File: src/rtl/asram_pkg.sv
package asram_pkg;

    typedef enum logic [2:0] {
        ST_IDLE,
        ST_READ_SETUP,
        ST_READ_WAIT,
        ST_READ_CAPTURE,
        ST_WRITE_SETUP,
        ST_WRITE_PULSE,
        ST_WRITE_HOLD,
        ST_TURNAROUND
    } seq_state_t;

    typedef enum logic [1:0] {
        RET_AWAKE,
        RET_ASLEEP,
        RET_RECOVER
    } ret_state_t;

    typedef struct packed {
        logic cs_n;
        logic we_n;
        logic oe_n;
        logic drive;
    } pin_ctl_t;

    // Nanoseconds to whole clock cycles, rounded up, never below one.
    function automatic int unsigned ns_to_cyc(input int unsigned ns,
                                              input int unsigned period);
        int unsigned c;
        c = (ns + period - 1) / period;
        if (c < 1) c = 1;
        return c;
    endfunction

    function automatic int unsigned max2(input int unsigned a, input int unsigned b);
        return (a > b) ? a : b;
    endfunction

    // Bits needed to hold the value v.
    function automatic int unsigned cnt_width(input int unsigned v);
        int unsigned w;
        w = 1;
        while ((64'd1 << w) <= 64'(v)) w++;
        return w;
    endfunction

    function automatic pin_ctl_t decode_pins(input seq_state_t s);
        pin_ctl_t p;
        p = '{cs_n: 1'b1, we_n: 1'b1, oe_n: 1'b1, drive: 1'b0};
        case (s)
            ST_READ_SETUP, ST_READ_WAIT, ST_READ_CAPTURE: begin
                p.cs_n = 1'b0;
                p.oe_n = 1'b0;
            end
            ST_WRITE_SETUP, ST_WRITE_HOLD: begin
                p.cs_n  = 1'b0;
                p.drive = 1'b1;
            end
            ST_WRITE_PULSE: begin
                p.cs_n  = 1'b0;
                p.we_n  = 1'b0;
                p.drive = 1'b1;
            end
            default: ;
        endcase
        return p;
    endfunction

endpackage

File: src/rtl/asram_phase_timer.sv
module asram_phase_timer #(
    parameter int unsigned CNT_W = 4
) (
    input  logic             clk,
    input  logic             rst,
    input  logic             load,
    input  logic [CNT_W-1:0] load_val,
    output logic             expire
);
    logic [CNT_W-1:0] cnt;

    always_ff @(posedge clk) begin
        if (rst) begin
            cnt <= '0;
        end else if (load) begin
            cnt <= load_val;
        end else if (cnt > CNT_W'(1)) begin
            cnt <= cnt - 1'b1;
        end
    end

    // Last cycle of a phase that was loaded with N: the N-th cycle after load.
    assign expire = (cnt <= CNT_W'(1));

endmodule

File: src/rtl/asram_retention.sv
module asram_retention
    import asram_pkg::*;
#(
    parameter int unsigned REC_CYC = 3,
    parameter int unsigned CNT_W   = 3
) (
    input  logic clk,
    input  logic rst,
    input  logic sleep_i,
    input  logic fsm_idle_i,
    output logic awake_o
);
    ret_state_t st, st_nx;
    logic       tmr_load;
    logic       tmr_expire;

    assign tmr_load = (st == RET_ASLEEP) && !sleep_i;

    asram_phase_timer #(.CNT_W(CNT_W)) u_rec_timer (
        .clk      (clk),
        .rst      (rst),
        .load     (tmr_load),
        .load_val (CNT_W'(REC_CYC)),
        .expire   (tmr_expire)
    );

    always_comb begin
        st_nx = st;
        case (st)
            RET_AWAKE:   if (sleep_i && fsm_idle_i) st_nx = RET_ASLEEP;
            RET_ASLEEP:  if (!sleep_i) st_nx = RET_RECOVER;
            RET_RECOVER: begin
                if (sleep_i)         st_nx = RET_ASLEEP;
                else if (tmr_expire) st_nx = RET_AWAKE;
            end
            default:     st_nx = RET_AWAKE;
        endcase
    end

    always_ff @(posedge clk) begin
        if (rst) st <= RET_AWAKE;
        else     st <= st_nx;
    end

    assign awake_o = (st == RET_AWAKE);

endmodule

File: src/rtl/asram_datapath.sv
module asram_datapath #(
    parameter int unsigned ADDR_W = 19,
    parameter int unsigned DATA_W = 8
) (
    input  logic              clk,
    input  logic              rst,
    input  logic              accept,
    input  logic [ADDR_W-1:0] req_addr,
    input  logic [DATA_W-1:0] req_wdata,
    input  logic              capture,
    input  logic [DATA_W-1:0] pad_din,
    output logic [ADDR_W-1:0] pad_addr,
    output logic [DATA_W-1:0] pad_dout,
    output logic [DATA_W-1:0] rd_data,
    output logic              rd_valid
);
    always_ff @(posedge clk) begin
        if (rst) begin
            pad_addr <= '0;
            pad_dout <= '0;
        end else if (accept) begin
            pad_addr <= req_addr;
            pad_dout <= req_wdata;
        end
    end

    always_ff @(posedge clk) begin
        if (rst) begin
            rd_data  <= '0;
            rd_valid <= 1'b0;
        end else begin
            rd_valid <= capture;
            if (capture) rd_data <= pad_din;
        end
    end

endmodule

File: src/rtl/asram_ctrl.sv
module asram_ctrl
    import asram_pkg::*;
#(
    parameter int unsigned ADDR_W          = 19,
    parameter int unsigned DATA_W          = 8,
    parameter int unsigned CLK_PERIOD_NS   = 20,
    parameter int unsigned ACCESS_NS       = 55,
    parameter int unsigned OE_VALID_NS     = 30,
    parameter int unsigned WE_PULSE_NS     = 45,
    parameter int unsigned DATA_SETUP_NS   = 25,
    parameter int unsigned WRITE_CYCLE_NS  = 55,
    parameter int unsigned BUS_RELEASE_NS  = 30,
    parameter int unsigned RECOVERY_NS     = 55
) (
    input  logic              clk,
    input  logic              rst,
    input  logic              host_req,
    input  logic              host_we,
    input  logic [ADDR_W-1:0] host_addr,
    input  logic [DATA_W-1:0] host_wdata,
    output logic              host_ready,
    output logic              host_rvalid,
    output logic [DATA_W-1:0] host_rdata,
    input  logic              sleep,
    output logic              mem_cs_n,
    output logic              mem_we_n,
    output logic              mem_oe_n,
    output logic [ADDR_W-1:0] mem_addr,
    output logic [DATA_W-1:0] mem_dout,
    output logic              mem_dout_en,
    input  logic [DATA_W-1:0] mem_din
);
    localparam int unsigned RD_CYC  = max2(ns_to_cyc(ACCESS_NS, CLK_PERIOD_NS),
                                           ns_to_cyc(OE_VALID_NS, CLK_PERIOD_NS));
    localparam int unsigned WC_CYC  = ns_to_cyc(WRITE_CYCLE_NS, CLK_PERIOD_NS);
    localparam int unsigned WC_REST = (WC_CYC > 2) ? WC_CYC - 2 : 1;
    localparam int unsigned WP_CYC  = max2(max2(ns_to_cyc(WE_PULSE_NS, CLK_PERIOD_NS),
                                                ns_to_cyc(DATA_SETUP_NS, CLK_PERIOD_NS)),
                                           WC_REST);
    localparam int unsigned REL_CYC = ns_to_cyc(BUS_RELEASE_NS, CLK_PERIOD_NS);
    localparam int unsigned REC_CYC = ns_to_cyc(RECOVERY_NS, CLK_PERIOD_NS);
    localparam int unsigned MAX_CYC = max2(max2(RD_CYC, WP_CYC), max2(REL_CYC, REC_CYC));
    localparam int unsigned CNT_W   = cnt_width(MAX_CYC);

    seq_state_t       state, state_nx;
    logic             awake;
    logic             accept;
    logic             tmr_load;
    logic [CNT_W-1:0] tmr_val;
    logic             tmr_expire;
    pin_ctl_t         pins;

    assign host_ready = (state == ST_IDLE) && awake && !sleep;
    assign accept     = host_req && host_ready;

    always_comb begin
        state_nx = state;
        tmr_load = 1'b0;
        tmr_val  = '0;
        case (state)
            ST_IDLE: begin
                if (accept) state_nx = host_we ? ST_WRITE_SETUP : ST_READ_SETUP;
            end
            ST_READ_SETUP: begin
                state_nx = ST_READ_WAIT;
                tmr_load = 1'b1;
                tmr_val  = CNT_W'(RD_CYC);
            end
            ST_READ_WAIT: begin
                if (tmr_expire) state_nx = ST_READ_CAPTURE;
            end
            ST_READ_CAPTURE: begin
                state_nx = ST_TURNAROUND;
                tmr_load = 1'b1;
                tmr_val  = CNT_W'(REL_CYC);
            end
            ST_TURNAROUND: begin
                if (tmr_expire) state_nx = ST_IDLE;
            end
            ST_WRITE_SETUP: begin
                state_nx = ST_WRITE_PULSE;
                tmr_load = 1'b1;
                tmr_val  = CNT_W'(WP_CYC);
            end
            ST_WRITE_PULSE: begin
                if (tmr_expire) state_nx = ST_WRITE_HOLD;
            end
            ST_WRITE_HOLD: begin
                state_nx = ST_IDLE;
            end
            default: state_nx = ST_IDLE;
        endcase
    end

    always_ff @(posedge clk) begin
        if (rst) state <= ST_IDLE;
        else     state <= state_nx;
    end

    asram_phase_timer #(.CNT_W(CNT_W)) u_phase_timer (
        .clk      (clk),
        .rst      (rst),
        .load     (tmr_load),
        .load_val (tmr_val),
        .expire   (tmr_expire)
    );

    asram_retention #(.REC_CYC(REC_CYC), .CNT_W(CNT_W)) u_retention (
        .clk        (clk),
        .rst        (rst),
        .sleep_i    (sleep),
        .fsm_idle_i (state == ST_IDLE),
        .awake_o    (awake)
    );

    asram_datapath #(.ADDR_W(ADDR_W), .DATA_W(DATA_W)) u_datapath (
        .clk       (clk),
        .rst       (rst),
        .accept    (accept),
        .req_addr  (host_addr),
        .req_wdata (host_wdata),
        .capture   (state == ST_READ_CAPTURE),
        .pad_din   (mem_din),
        .pad_addr  (mem_addr),
        .pad_dout  (mem_dout),
        .rd_data   (host_rdata),
        .rd_valid  (host_rvalid)
    );

    assign pins        = decode_pins(state);
    assign mem_cs_n    = pins.cs_n;
    assign mem_we_n    = pins.we_n;
    assign mem_oe_n    = pins.oe_n;
    assign mem_dout_en = pins.drive;

endmodule

File: config.mk
export PLATFORM = sky130hd
export DESIGN_NAME = asram_ctrl
export DESIGN_NICKNAME = d
export VERILOG_FILES = /design/src/rtl/asram_pkg.sv /design/src/rtl/asram_phase_timer.sv /design/src/rtl/asram_retention.sv /design/src/rtl/asram_datapath.sv /design/src/rtl/asram_ctrl.sv
export SDC_FILE = /design/constraint.sdc
export NUM_CORES = 1
export LEC_CHECK = 0
export ABC_CLOCK_PERIOD_IN_PS = 3400
export BUFFER_PORTS_ARGS = -buffer_cell sky130_fd_sc_hd__buf_2
export CORE_MARGIN = 8
export CORE_UTILIZATION = 50
export DETAILED_ROUTE_END_ITERATION = 7
export GPL_TIMING_DRIVEN = 0
export PLACE_DENSITY = 0.83
export SYNTH_ARGS = -nofsm -noshare
export SYNTH_HDL_FRONTEND = slang
export SYNTH_SLANG_ARGS = --single-unit
File: constraint.sdc
create_clock -name clk -period 3.4 [get_ports clk]
set_input_delay 0.34 -clock clk [delete_from_list [all_inputs] [get_ports clk]]
set_output_delay 0.34 -clock clk [all_outputs]
set_load 0.01 [all_outputs]
; Word-level counts from Yosys, hierarchy flattened
; Index checks and enable logic that the tools add are counted.
[word_totals]
wordCells = 68
regBits = 45
in_bits = 40
[op_classes]
n_mux = 21
magnitude_cmp = 4
reduce_logical = 17
n_eq_ne = 16
add_sub_neg = 2
[op_table]
columns = cell, n
row1 = $pmux W3 S8, 1
row2 = $mux W2, 8
row3 = $mux W3, 5
row4 = $eq A3 B3 Y1 const B, 4
row5 = $ne A2 B2 Y1 const B, 5
row6 = $reduce_or A3 Y1, 3
row7 = $eq A3 B2 Y1 const B, 2
row8 = $pmux W2 S3, 1
row9 = $reduce_or A6 Y1, 1
row10 = $logic_and A1 B1 Y1, 5
row11 = $mux W1, 5
row12 = $gt A2 B1 Y1 const B, 2
row13 = $le A2 B1 Y1 const B, 2
row14 = $pmux W2 S2, 1
row15 = $reduce_and A4 Y1, 1
row16 = $reduce_bool A2 Y1, 2
row17 = $sub A2 B1 Y2 const B, 2
row18 = $eq A3 B1 Y1 const B, 1
row19 = $logic_not A3 Y1, 1
row20 = $ne A3 B2 Y1 const B, 1
row21 = $reduce_and A3 Y1, 1
row22 = $eq A2 B1 Y1 const B, 1
row23 = $eq A2 B2 Y1 const B, 1
row24 = $logic_not A2 Y1, 1
row25 = 3 further kinds, 3

; Longest topological paths before layout
[depth]
ltp_word = 6
depth_mapped = 7

; Modules after synthesis
; A second synthesis with hierarchy kept.
[unflattened]
cells_unflattened = 186
area_unflattened_um2 = 1906.8
[by_module_without_submodules]
columns = mod, instances, cells_each, area_per_inst_um2
row1 = asram_datapath, 1, 115, 1287.5
row2 = asram_ctrl, 1, 34, 292.8
row3 = asram_phase_timer, 2, 13, 115.1
row4 = asram_retention, 1, 11, 96.3

; Worst setup path after synthesis
; OpenSTA, ideal clock, no wires.
[synth_path]
kind = reg2out
start = register state[2]
end = output mem_cs_n
stages_incl_launch_ff = 4
arrival_ps = 1032
path_buffers = 1
t_required_ps = 3060
slack_ps = 2028
cell_sequence = dfxtp_1 -> clkbuf_1 -> or2_2 -> nor2b_1
[synth_via]
elab_chain_len = 3
elab_cells_between_ends = 8
cone_classes = eq/ne: 6 / mux: 1 / reduce/logical: 1
[synth_rtl]
columns = element, line_no
row1 = start: declaration, asram_ctrl.sv:45  ; seq_state_t state, state_nx;
row2 = start signal: assignment, asram_ctrl.sv:97  ; else state <= state_nx;
row3 = "$eq A3 B3 Y1, or another cell as far along", asram_pkg.sv:51  ; case (s)
row4 = $reduce_or A6 Y1 (no line) *, n/a
row5 = $mux W1 *, asram_pkg.sv:51
row6 = end: declaration, asram_ctrl.sv:25  ; output logic mem_cs_n,
; Every way passes the cells marked *; elsewhere a longest branch is shown, timed or not.

; Worst setup path in the final report
; Ends and elaborated chain as after synthesis.

==> flow_summary_export.csv <==
group,metric,value,unit
status,status,"finished, final reports clean",
clock_tree,cts.clk_slew.worst_paths,0.08,ns
synthesis,syn_nets,267,
cells_and_area,final_cell_mix,"sky130_fd_sc_hd__buf_2, sky130_fd_sc_hd__nand2_1, sky130_fd_sc_hd__dfxtp_1",
global_routing,grt.overflow.total,0,
synthesis,synth-seq-area-share,47.65,%
timing,final_max_slew_viol_count,0,
worst_hold_path,min_path_cells,2,
placement,placement.setup.worst_slack,1.789,ns
floorplanning,placementRows,22,
cells_and_area,syn_to_final_growth,28.52,%
routing,avgRoutedWirePerCell,12.86,um
synthesis,syn-mean-instance-area,8.403,sq um
placement,gpl.final_weighted_congestion,0.8384,
cells_and_area,multi_input_combinational_cell_area,879.6,sq um
cells_and_area,final_layout_size_suffix_gt1_share,38.14,%
timing,worst_clock_skew,0.002844,ns
clock_tree,worstSkewPairLatency,0.29,ns
cells_and_area,final_net_count,353,
clock_tree,cts_buffer_depth,2,
worst_setup_path,critical_path.endpoint_type,"primary output",
global_routing,vias_in_the_first_global_route,1733,
cells_and_area,layout.cells.most_common,"sky130_fd_sc_hd__buf_2",
synthesis,syn_area,1891,sq um
clock_tree,cts_hold_buf,0,
run,cap_violations,0,
global_routing,global_route.usage.total,15.90,%
pwr,p_per_area,511.8,nW/um^2
floorplanning,i_o_pin_cnt,81,
timing,summed_negative_setup_slack_over_all_endpoints,0,ns
timing,timing_worst_slew_pin_value,0.6806,ns
floorplanning,die_area,6005,sq um
cells_and_area,antenna-diode-count,0,
timing,finalWorstSetupSlack,1.605,ns
worst_setup_path,cp.required,3.06,ns
worst_setup_path,critical_path_peak_fanout,10,
worst_setup_path,crit_path_start_kind,"flop",
global_routing,number_of_antenna_violations_at_the_first_check_in_global_routing,0,
pwr,power_leakage,1.050,nW
floorplanning,start_util,51.64,%
cells_and_area,fillerInstances,324,
synthesis,postSynthRegisterBits,45,
floorplanning,fp.coreArea,3661,sq um
worst_setup_path,r2r_cells,5,
synthesis,synth_cells,225,
clock_tree,cts_buffers,5,
clock_tree,cts-resized-gates,0,
routing,detail_route.vias_per_cell,4.886,
global_routing,grt_pass1_wl,7.914,mm
timing,unrepaired_setup_endpoints_after_global_routing,"false",
routing,drt-pass1-iter-count,4,
floorplanning,die_x,77.49,um
clock_tree,cts.sink_count,45,
synthesis,count_of_different_cell_masters_after_synthesis,34,
routing,routed-via-count,1759,
routing,initialDrtViolationCount,78,
global_routing,grt_start_max_net_pins,14,
synthesis,yosys_warnings,0,
clock_tree,cts_root_buf,"sky130_fd_sc_hd__clkbuf_8",
floorplanning,die_h,77.49,um
pwr,irDropWorstVdd,0.3808,mV
timing,period_share,52.79,%
clock_tree,cts.htree.levels,2,
placement,place.port_buffers,79,
clock_tree,cts.repair_timing.setup_buffer_count,0,
worst_setup_path,path_class,"reg2out",
worst_hold_path,worst_hold_path_type,"in2reg",
worst_setup_path,timing.critical_path.arrival,1.45,ns
placement,place.detailed.hpwl,3.613,mm
timing,clock.fmax,557.2,MHz
routing,final_antenna_net_count,0,
cells_and_area,layout.area.seq,900.9,sq um
cells_and_area,finish.utilization,66.37,%
routing,drc,0,
routing,routed_wire_length,4.629,mm
timing,timing.final.hold_violations,0,
timing,slew_headroom,54.63,%
timing,final_period_minus_worst_setup_slack,1.795,ns
timing,finalSetupViolations,0,
clock_tree,tritoncts,"done",
-- cell usage after synthesis --
cell type                   instances  area [sq um]
sky130_fd_sc_hd__ha_1               2         25.02
sky130_fd_sc_hd__dfxtp_1           45         900.9
sky130_fd_sc_hd__o21ai_1            2         10.01
sky130_fd_sc_hd__or2_1              1         6.260
sky130_fd_sc_hd__nand3_2            1         10.01
sky130_fd_sc_hd__nand2b_1           3         18.77
sky130_fd_sc_hd__nor2b_1            6         37.54
sky130_fd_sc_hd__a21oi_2           20         175.2
sky130_fd_sc_hd__a2111oi_0          1         8.760
sky130_fd_sc_hd__buf_6              2         22.52
sky130_fd_sc_hd__nand2_1           72         270.3
sky130_fd_sc_hd__nor3_1             3         15.01
sky130_fd_sc_hd__inv_1              4         15.01
sky130_fd_sc_hd__a21oi_1           22         110.1
sky130_fd_sc_hd__buf_12             1         20.02
sky130_fd_sc_hd__nor3_2             1         10.01
sky130_fd_sc_hd__a21bo_1            1         10.01
sky130_fd_sc_hd__a22oi_1            1         7.510
sky130_fd_sc_hd__clkbuf_1           8         30.03
sky130_fd_sc_hd__nor3_4             1         16.27
sky130_fd_sc_hd__and3_1             1         6.260
sky130_fd_sc_hd__or2_2              2         12.51
sky130_fd_sc_hd__a221o_1            1         10.01
sky130_fd_sc_hd__and2_1             2         12.51
sky130_fd_sc_hd__inv_2              1         3.750
sky130_fd_sc_hd__o31a_1             1         8.760
sky130_fd_sc_hd__buf_1              1         3.750
sky130_fd_sc_hd__or3_1              1         6.260
sky130_fd_sc_hd__xnor2_1            2         17.52
sky130_fd_sc_hd__o21a_1             1         7.510
sky130_fd_sc_hd__nor2_1             6         22.52
sky130_fd_sc_hd__nand2_2            4         25.02
sky130_fd_sc_hd__buf_8              1         15.01
sky130_fd_sc_hd__o21ai_0            4         20.02
-- critical path, stage by stage, from the launching register on --
cell	delay [ns]
sky130_fd_sc_hd__dfxtp_1	0.37
sky130_fd_sc_hd__clkbuf_1	0.21
sky130_fd_sc_hd__or2_2	0.33
sky130_fd_sc_hd__nor2b_1	0.12
sky130_fd_sc_hd__buf_2	0.13
-- layer usage --
layer  global-route usage [%]  part of all wire (%)
met5                        0                     0
met4                    5.472                  0.54
met3                    9.101                    11
met2                    25.44                    47
met1                    17.26                    42
-- flip-flops by register name, indices dropped and copies added (netlist names) --
name	flops
u_datapath.rd_valid	1
u_phase_timer.cnt	2
u_datapath.rd_data	8
u_retention.st	2
u_datapath.pad_dout	8
u_retention.u_rec_timer.cnt	2
u_datapath.pad_addr	19
state	3
-- worst paths after layout --
path	slack, ns	startpoint	to
worst min register to register	0.45	u_datapath.pad_dout[3]	u_datapath.pad_dout[3]
worst max-delay path	1.61	state[2]	mem_cs_n
worst max register to register	1.81	state[0]	u_datapath.pad_addr[15]
worst min-delay path	0.28	sleep	u_retention.st[1]
-- report_power, final --
group          leakage (nW)  internal [W]  total [W]  switching (W)
Clock                0.0385      0.000145   0.000312       0.000167
Sequential            0.366      0.000574   0.000607      0.0000331
Combinational         0.646      0.000149   0.000325       0.000176
Total                  1.05      0.000868    0.00124       0.000376
-- final cells by class --
cell class | instances | area share [%]
Sequential cell | 45 | 37.08
Multi-Input combinational cell | 162 | 36.20
Timing Repair Buffer | 79 | 16.27
Buffer | 13 | 3.759
Clock buffer | 7 | 3.141
Tap cell | 48 | 2.472
Inverter | 5 | 0.7724
Clock inverter | 1 | 0.3090
-- stage by stage --
step	hold slack, ns	cell area [sq um]	total power, W	instances
2_1_floorplan	0.4193	1891	0.0008411	225
3_3_place_gp	0.4397	2346	0.0009388	352
3_5_place_dp	0.4445	2346	0.0009486	352
4_1_cts	0.2700	2430	0.001261	360
5_1_grt	0.2667	2430	0.001332	360
6_report	0.2786	2430	0.001244	360
-- cells by family after synthesis --
kind of cell | synth area share (%)
AND/OR/NAND/NOR | 24.82
AO/OA/AOI/OAI | 19.46
flip-flops | 47.65
buffers and inverters | 5.823
XOR/XNOR | 0.9267
adder cells (fa/ha/maj) | 1.323
(Power assumes the default switching activity.)
